`config.mk`:
```
export PLATFORM = sky130hd
export DESIGN_NAME = evcb_bank
export DESIGN_NICKNAME = d
export VERILOG_FILES = /design/src/rtl/evcb_pkg.sv /design/src/rtl/evcb_regfile.sv /design/src/rtl/evcb_counter.sv /design/src/rtl/evcb_irq.sv /design/src/rtl/evcb_bank.sv
export SDC_FILE = /design/constraint.sdc
export NUM_CORES = 2
export LEC_CHECK = 0
export ABC_CLOCK_PERIOD_IN_PS = 6900
export BUFFER_PORTS_ARGS = -buffer_cell sky130_fd_sc_hd__clkbuf_2
export CAP_MARGIN = 5
export CORE_UTILIZATION = 45
export DETAILED_ROUTE_END_ITERATION = 7
export GPL_TIMING_DRIVEN = 0
export MAX_ROUTING_LAYER = met4
export PLACE_DENSITY = 0.74
export SLEW_MARGIN = 20
export SYNTH_ARGS = -nofsm -noshare
export SYNTH_HDL_FRONTEND = slang
export SYNTH_HIERARCHICAL = 1
export SYNTH_SLANG_ARGS = --single-unit
```
`constraint.sdc`:
```
create_clock -name clk -period 6.9 [get_ports clk]
set_input_delay 0.345 -clock clk [delete_from_list [all_inputs] [get_ports clk]]
set_output_delay 0.345 -clock clk [all_outputs]
set_load 0.005 [all_outputs]
```
`src/rtl/evcb_pkg.sv`:
```
package evcb_pkg;

    localparam int ADDR_W = 16;
    localparam int BUS_W  = 64;
    localparam int REG_W  = 32;

    localparam logic [ADDR_W-1:0] A_IMASK = 16'h0814;
    localparam logic [ADDR_W-1:0] A_ISTAT = 16'h0818;
    localparam logic [ADDR_W-1:0] A_ICLR  = 16'h081C;
    localparam logic [ADDR_W-1:0] A_RUN   = 16'h1C00;
    localparam logic [ADDR_W-1:0] A_CEN   = 16'h1C14;
    localparam logic [ADDR_W-1:0] A_SEL0  = 16'h1C18;
    localparam logic [ADDR_W-1:0] A_VER   = 16'h1CF0;
    localparam logic [ADDR_W-1:0] A_CNT0  = 16'h1D00;

    typedef struct packed {
        logic              wen;
        logic [ADDR_W-1:0] addr;
        logic [BUS_W-1:0]  wdata;
    } bus_req_t;

    function automatic logic cnt_hit(input logic [ADDR_W-1:0] addr, input int n);
        return addr == (A_CNT0 + ADDR_W'(8 * n));
    endfunction

    function automatic logic sel_hit(input logic [ADDR_W-1:0] addr, input int k);
        return addr == (A_SEL0 + ADDR_W'(4 * k));
    endfunction

endpackage

```
`src/rtl/evcb_regfile.sv`:
```
module evcb_regfile
    import evcb_pkg::*;
#(
    parameter int NUM_CTR = 8,
    parameter int CODE_W  = 8
) (
    input  logic                           clk,
    input  logic                           rst,
    input  bus_req_t                       req,
    output logic                           run_en,
    output logic [NUM_CTR-1:0]             ctr_en,
    output logic [NUM_CTR-1:0]             mask,
    output logic [NUM_CTR-1:0][CODE_W-1:0] codes
);
    localparam int PER_SEL = REG_W / CODE_W;

    always_ff @(posedge clk) begin
        if (rst) begin
            run_en <= 1'b0;
            ctr_en <= '0;
            mask   <= '1;
            codes  <= '0;
        end else if (req.wen) begin
            if (req.addr == A_RUN)   run_en <= req.wdata[0];
            if (req.addr == A_CEN)   ctr_en <= req.wdata[NUM_CTR-1:0];
            if (req.addr == A_IMASK) mask   <= req.wdata[NUM_CTR-1:0];
            for (int n = 0; n < NUM_CTR; n++) begin
                if (sel_hit(req.addr, n / PER_SEL))
                    codes[n] <= req.wdata[CODE_W*(n%PER_SEL) +: CODE_W];
            end
        end
    end

endmodule

```
`src/rtl/evcb_counter.sv`:
```
module evcb_counter #(
    parameter int W = 64
) (
    input  logic         clk,
    input  logic         rst,
    input  logic         ld,
    input  logic [W-1:0] ld_val,
    input  logic         inc,
    output logic [W-1:0] value,
    output logic         wrap
);
    assign wrap = inc && !ld && (&value);

    always_ff @(posedge clk) begin
        if (rst)
            value <= '0;
        else if (ld)
            value <= ld_val;
        else if (inc)
            value <= value + W'(1);
    end

endmodule

```
`src/rtl/evcb_irq.sv`:
```
module evcb_irq #(
    parameter int NUM_CTR = 8
) (
    input  logic               clk,
    input  logic               rst,
    input  logic [NUM_CTR-1:0] wrap,
    input  logic               clr_wen,
    input  logic [NUM_CTR-1:0] clr_bits,
    input  logic [NUM_CTR-1:0] mask,
    output logic [NUM_CTR-1:0] status,
    output logic               irq
);
    logic [NUM_CTR-1:0] clr_eff;

    assign clr_eff = clr_wen ? clr_bits : '0;
    assign irq     = |(status & ~mask);

    always_ff @(posedge clk) begin
        if (rst)
            status <= '0;
        else
            status <= (status & ~clr_eff) | wrap;
    end

endmodule

```
`src/rtl/evcb_bank.sv`:
```
module evcb_bank
    import evcb_pkg::*;
#(
    parameter int          NUM_CTR = 8,
    parameter int          CTR_W   = 64,
    parameter int          CODE_W  = 8,
    parameter logic [31:0] VERSION = 32'h0000_0201
) (
    input  logic                        clk,
    input  logic                        rst,
    input  logic                        bus_wen,
    input  logic [15:0]                 bus_addr,
    input  logic [63:0]                 bus_wdata,
    output logic [63:0]                 bus_rdata,
    input  logic [(1<<(CODE_W-1))-1:0]  evt_in,
    output logic                        irq
);
    localparam int PER_SEL = REG_W / CODE_W;

    bus_req_t                       req;
    logic                           run_en;
    logic [NUM_CTR-1:0]             ctr_en;
    logic [NUM_CTR-1:0]             mask;
    logic [NUM_CTR-1:0]             status;
    logic [NUM_CTR-1:0]             wrap;
    logic [NUM_CTR-1:0][CODE_W-1:0] codes;
    logic [NUM_CTR-1:0][CTR_W-1:0]  ctr_val;
    logic                           clr_wen;

    assign req     = '{wen: bus_wen, addr: bus_addr, wdata: bus_wdata};
    assign clr_wen = bus_wen && (bus_addr == A_ICLR);

    evcb_regfile #(.NUM_CTR(NUM_CTR), .CODE_W(CODE_W)) regs_i (
        .clk(clk), .rst(rst), .req(req),
        .run_en(run_en), .ctr_en(ctr_en), .mask(mask), .codes(codes)
    );

    for (genvar n = 0; n < NUM_CTR; n++) begin : g_ctr
        logic in_range;
        logic inc;
        logic ld;
        assign in_range = !codes[n][CODE_W-1];
        assign inc      = run_en && ctr_en[n] && in_range && evt_in[codes[n][CODE_W-2:0]];
        assign ld       = bus_wen && cnt_hit(bus_addr, n);

        evcb_counter #(.W(CTR_W)) ctr_i (
            .clk(clk), .rst(rst), .ld(ld), .ld_val(bus_wdata[CTR_W-1:0]),
            .inc(inc), .value(ctr_val[n]), .wrap(wrap[n])
        );
    end

    evcb_irq #(.NUM_CTR(NUM_CTR)) irq_i (
        .clk(clk), .rst(rst), .wrap(wrap), .clr_wen(clr_wen),
        .clr_bits(bus_wdata[NUM_CTR-1:0]), .mask(mask),
        .status(status), .irq(irq)
    );

    always_comb begin
        bus_rdata = '0;
        if (bus_addr == A_RUN)   bus_rdata[0]           = run_en;
        if (bus_addr == A_CEN)   bus_rdata[NUM_CTR-1:0] = ctr_en;
        if (bus_addr == A_IMASK) bus_rdata[NUM_CTR-1:0] = mask;
        if (bus_addr == A_ISTAT) bus_rdata[NUM_CTR-1:0] = status;
        if (bus_addr == A_VER)   bus_rdata[31:0]        = VERSION;
        for (int n = 0; n < NUM_CTR; n++) begin
            if (cnt_hit(bus_addr, n))
                bus_rdata[CTR_W-1:0] = ctr_val[n];
            if (sel_hit(bus_addr, n / PER_SEL))
                bus_rdata[CODE_W*(n%PER_SEL) +: CODE_W] = codes[n];
        end
    end

endmodule

```
==> results.md <==
- Layout area overhead: 12.20%
- Syn_nets: 6225
- Cells resized by post-CTS repair: 0
- Cell count after placement: 7662
- Number of unique standard cell types used by synthesis: 97
- Netlist Area Pre-Place: 0.04913 sq mm
- Final Max Tran Viols: 0
- Global route total overflow: 0
- Worst clock skew on the final layout: 30.03 ps
- Most frequent CP cell: sky130_fd_sc_hd__clkbuf_1
- Critical Path End Type: flip-flop
- Total via count after detailed routing: roughly 60000
- Fraction of layout instances using a drive strength above 1: 0.1357
- Worst path top cell family by delay: buffers and inverters
- Synthesized flop and latch total: 601
- Buf/Inv on CP: 5
- List of cells traversed by the critical path: clkbuf_1, buf_2, mux4_2, mux2i_1, nor2_1, a2111oi_0, nor4_1, and4_1, clkbuf_1, inv_1, clkbuf_1, nor3_1, nand2_1, nor3_1, a21oi_1, nor2_1
- Final hold violation count: 0
- Cell at the root of the clock tree: sky130_fd_sc_hd__clkbuf_16
- Maximum buffer depth of the clock tree: 3
- Slew margin rel.: 0.1267
- Via count of the first global-routing pass: roughly 54000
- Number of standard cells in the final layout excluding fillers: ~7800
- Vias per std cell: between 7 and 8
- Detailed Route Iter0 Violations: 10700
- Minimum setup slack after placement: 584.0 ps
- Total global-route track usage: 0.5449
- Post-synthesis area per instance: approximately 8.2 sq um
- Number of antenna violations at the first check in global routing: 26
- Number of violations of the max-capacitance limit: 0
- Status: finished, violations left
- Slowest cell on crit path: sky130_fd_sc_hd__nor3_1
- Row Count: 120
- Achievable clock frequency: around 150 MHz
- Total routed wirelength: roughly 300 mm
- Number of buffers inserted by hold repair at cts: 0
- Post-CTS clock slew at the launch and capture registers of the worst setup and hold paths: 60 ps
- CP Max Fanout: 10
- Arrival @ worst endpoint: around 7200 ps
- Power density normalized to cell area: 156.8 mW/mm^2
- Die footprint: roughly 0.11 sq mm
- Top flip-flop cell by instance count after synthesis: sky130_fd_sc_hd__dfxtp_1
- Post-synth EDFFs: 0
- Final setup vio count: 0
- Wire per inst: ~39 um
- Routed Antenna Nets: 0
- Ratio of final minimum period to clock period: 0.9560
- Number of buffers created by CTS: 75
- Clock period minus worst slack: between 6000 and 7000 ps
- Warning count from the yosys run: 6
- Violations in the final reports: design-rule violations
- Setup repair after global routing missed its margin: no
- Count of unresolved DRC violations after routing: 5
- Pin count of the biggest net entering global routing: 19
- Sequential cell area fraction in the yosys report: 0.2449
- Wire length of the first global-routing pass: about 420 mm
- TritonCTS clock tree: built
- Crit start category: flip-flop
- Async S/R FF share, synth: 0
- Crit Path Class: flip-flop to flip-flop
- Reported leakage power: around 17 nW
- Slew of the pin with the lowest slew margin: 1300 ps
- Hold Path Class: input port to flip-flop
- Delay contributed by the slowest stage of the critical path: around 1000 ps
- Number of port buffers: between 200 and 250
- Worst Setup Slack, final: between 300 and 400 ps
- Data required, critical path: approximately 7500 ps
- Gate count of the mapped netlist: about 6000
- Initial Util: 0.4564
- Setup fix buffers added after clock tree synthesis: 0
- Overall die width: roughly 330 um
- Worst VDD drop: about 0.15 mV
- Post-detail-place hpwl: ~230 mm
- Die Ht: between 300 and 400 um
- # IOs: between 200 and 300
- Power consumption: between 0.008 and 0.009 W
- Placeable core region: between 0.1 and 0.15 sq mm
- Placer Congestion: 1.201
- Skew-Pair Late Insertion Delay: 660 ps
- H-tree Lvls: 3
- Count of nets after finishing: approximately 6600
- Detailed Routing Iterations Pass 1: 8
- Total number of clock tree sinks: between 600 and 700
[layout make-up]
type / count / area (sq um)
Fill cell: 10470 / 52530
Multi-Input combinational cell: 4666 / 33960
Sequential cell: 601 / 12030
Buffer: 549 / 2628
Clock buffer: 103 / 2166
Tap cell: 1403 / 1755
Timing Repair Buffer: 258 / 1376
Inverter: 190 / 713.2
Clock inverter: 29 / 422.9
Antenna cell: 31 / 77.57
[cell families (layout without fill, tap and decap cells)]
group,after synthesis,in the layout,synth area share
AO/OA/AOI/OAI,1280,1280,0.1958
XOR/XNOR,245,245,0.04367
adder cells (fa/ha/maj),8,8,0.002037
buffers and inverters,739,1129,0.06779
flip-flops,601,601,0.2449
multiplexers,487,487,0.1481
other,0,31,0
AND/OR/NAND/NOR,2646,2646,0.2977
[worst paths after layout]
path / from / end / slack, ps / cells after the start
setup reg to reg: regs_i/codes[16] / irq_i/status[2] / 300 / 16
hold reg to reg: regs_i/codes[50] / regs_i/codes[50] / 480 / 2
hold / removal: bus_addr[4] / regs_i/run_en / 140 / 4
setup / recovery: regs_i/codes[16] / irq_i/status[2] / 300 / 16
[synthesized netlist by cell type, types with 30 or more instances]
cell type / number / area (sq um)
sky130_fd_sc_hd__nand4_1: 218 / 1364
sky130_fd_sc_hd__nor4b_1: 97 / 849.6
sky130_fd_sc_hd__nor4_1: 214 / 1339
sky130_fd_sc_hd__o211ai_1: 62 / 465.5
sky130_fd_sc_hd__a211oi_1: 224 / 1682
sky130_fd_sc_hd__nor2b_1: 30 / 187.7
sky130_fd_sc_hd__xnor2_1: 173 / 1515
sky130_fd_sc_hd__nand2b_1: 115 / 719.4
sky130_fd_sc_hd__dfxtp_1: 601 / 12030
sky130_fd_sc_hd__a221oi_1: 42 / 367.9
sky130_fd_sc_hd__a2111oi_0: 108 / 945.9
sky130_fd_sc_hd__inv_1: 188 / 705.7
sky130_fd_sc_hd__a221o_1: 33 / 330.3
sky130_fd_sc_hd__o2bb2ai_1: 30 / 262.8
sky130_fd_sc_hd__mux4_2: 192 / 4324
sky130_fd_sc_hd__and4_1: 112 / 980.9
sky130_fd_sc_hd__a311oi_1: 93 / 814.5
sky130_fd_sc_hd__mux2i_1: 295 / 2953
sky130_fd_sc_hd__buf_2: 70 / 350.3
sky130_fd_sc_hd__nand3b_1: 30 / 225.2
sky130_fd_sc_hd__a222oi_1: 54 / 540.5
sky130_fd_sc_hd__nand3_1: 237 / 1186
sky130_fd_sc_hd__or3_1: 59 / 369.1
sky130_fd_sc_hd__buf_1: 67 / 251.5
sky130_fd_sc_hd__clkbuf_8: 33 / 454.2
sky130_fd_sc_hd__xor2_1: 72 / 630.6
sky130_fd_sc_hd__and3_1: 54 / 337.8
sky130_fd_sc_hd__nand2_1: 508 / 1907
sky130_fd_sc_hd__o22ai_1: 90 / 563.0
sky130_fd_sc_hd__or4_1: 30 / 225.2
sky130_fd_sc_hd__nor2_1: 570 / 2140
sky130_fd_sc_hd__clkbuf_1: 354 / 1329
sky130_fd_sc_hd__nor3_1: 147 / 735.7
sky130_fd_sc_hd__a22oi_1: 81 / 608.1
sky130_fd_sc_hd__a21oi_1: 146 / 730.7
sky130_fd_sc_hd__o21ai_0: 115 / 575.6
[cells in the final DEF, fill, tap and decap left out, drive strengths merged, types with 149 or more instances in the layout]
cell type,synthesis,routed
buf,147,162
xnor2,173,173
nor3,149,149
nor4,226,226
clkbuf,388,734
nand2,508,508
inv,189,190
nand4,227,227
mux4,192,192
nand3,239,239
mux2i,295,295
a211oi,224,224
nor2,571,571
dfxtp,601,601
[layer usage]
layer	track usage	wire length, um	up-vias
met2	0.7385	120300	5382
met3	0.1785	40200	1764
met4	0.5356	38340	0
met1	0.6188	104700	28520
li1	-	-	24050
met5	-	0	-
[sequential cells by signal (all words and copies together), names as in the netlist]
register / count
g_ctr.ctr_i/value: 512
regs_i/codes: 64
irq_i/status: 8
regs_i/ctr_en: 8
regs_i/mask: 8
regs_i/run_en: 1
[per-stage QoR]
step	TNS [ps]	utilization	area (sq um)	hold slack [ps]
2_1_floorplan	0	-	49130	449.0
3_3_place_gp	-1593	0.4840	52100	462.0
3_5_place_dp	0	0.4861	52330	467.7
4_1_cts	0	0.5101	54920	113.8
5_1_grt	0	0.5118	55100	164.6
6_report	0	0.5121	55130	142.9
[worst register-to-register path: cells and delay by family, from the launching register on]
family / cells / cell delay, ps
simple gates: 7 / 2660
compound gates: 2 / 170
mux: 2 / 670
flops: 1 / 330
buf+inv: 5 / 2750
[power breakdown]
part / switching (W) / total (W) / internal (W)
Sequential: 0.0000118 / 0.00349 / 0.00348
Clock: 0.00177 / 0.00430 / 0.00254
Combinational: 0.000651 / 0.000855 / 0.000205
Note: power is estimated with default switching activity, not from simulation.
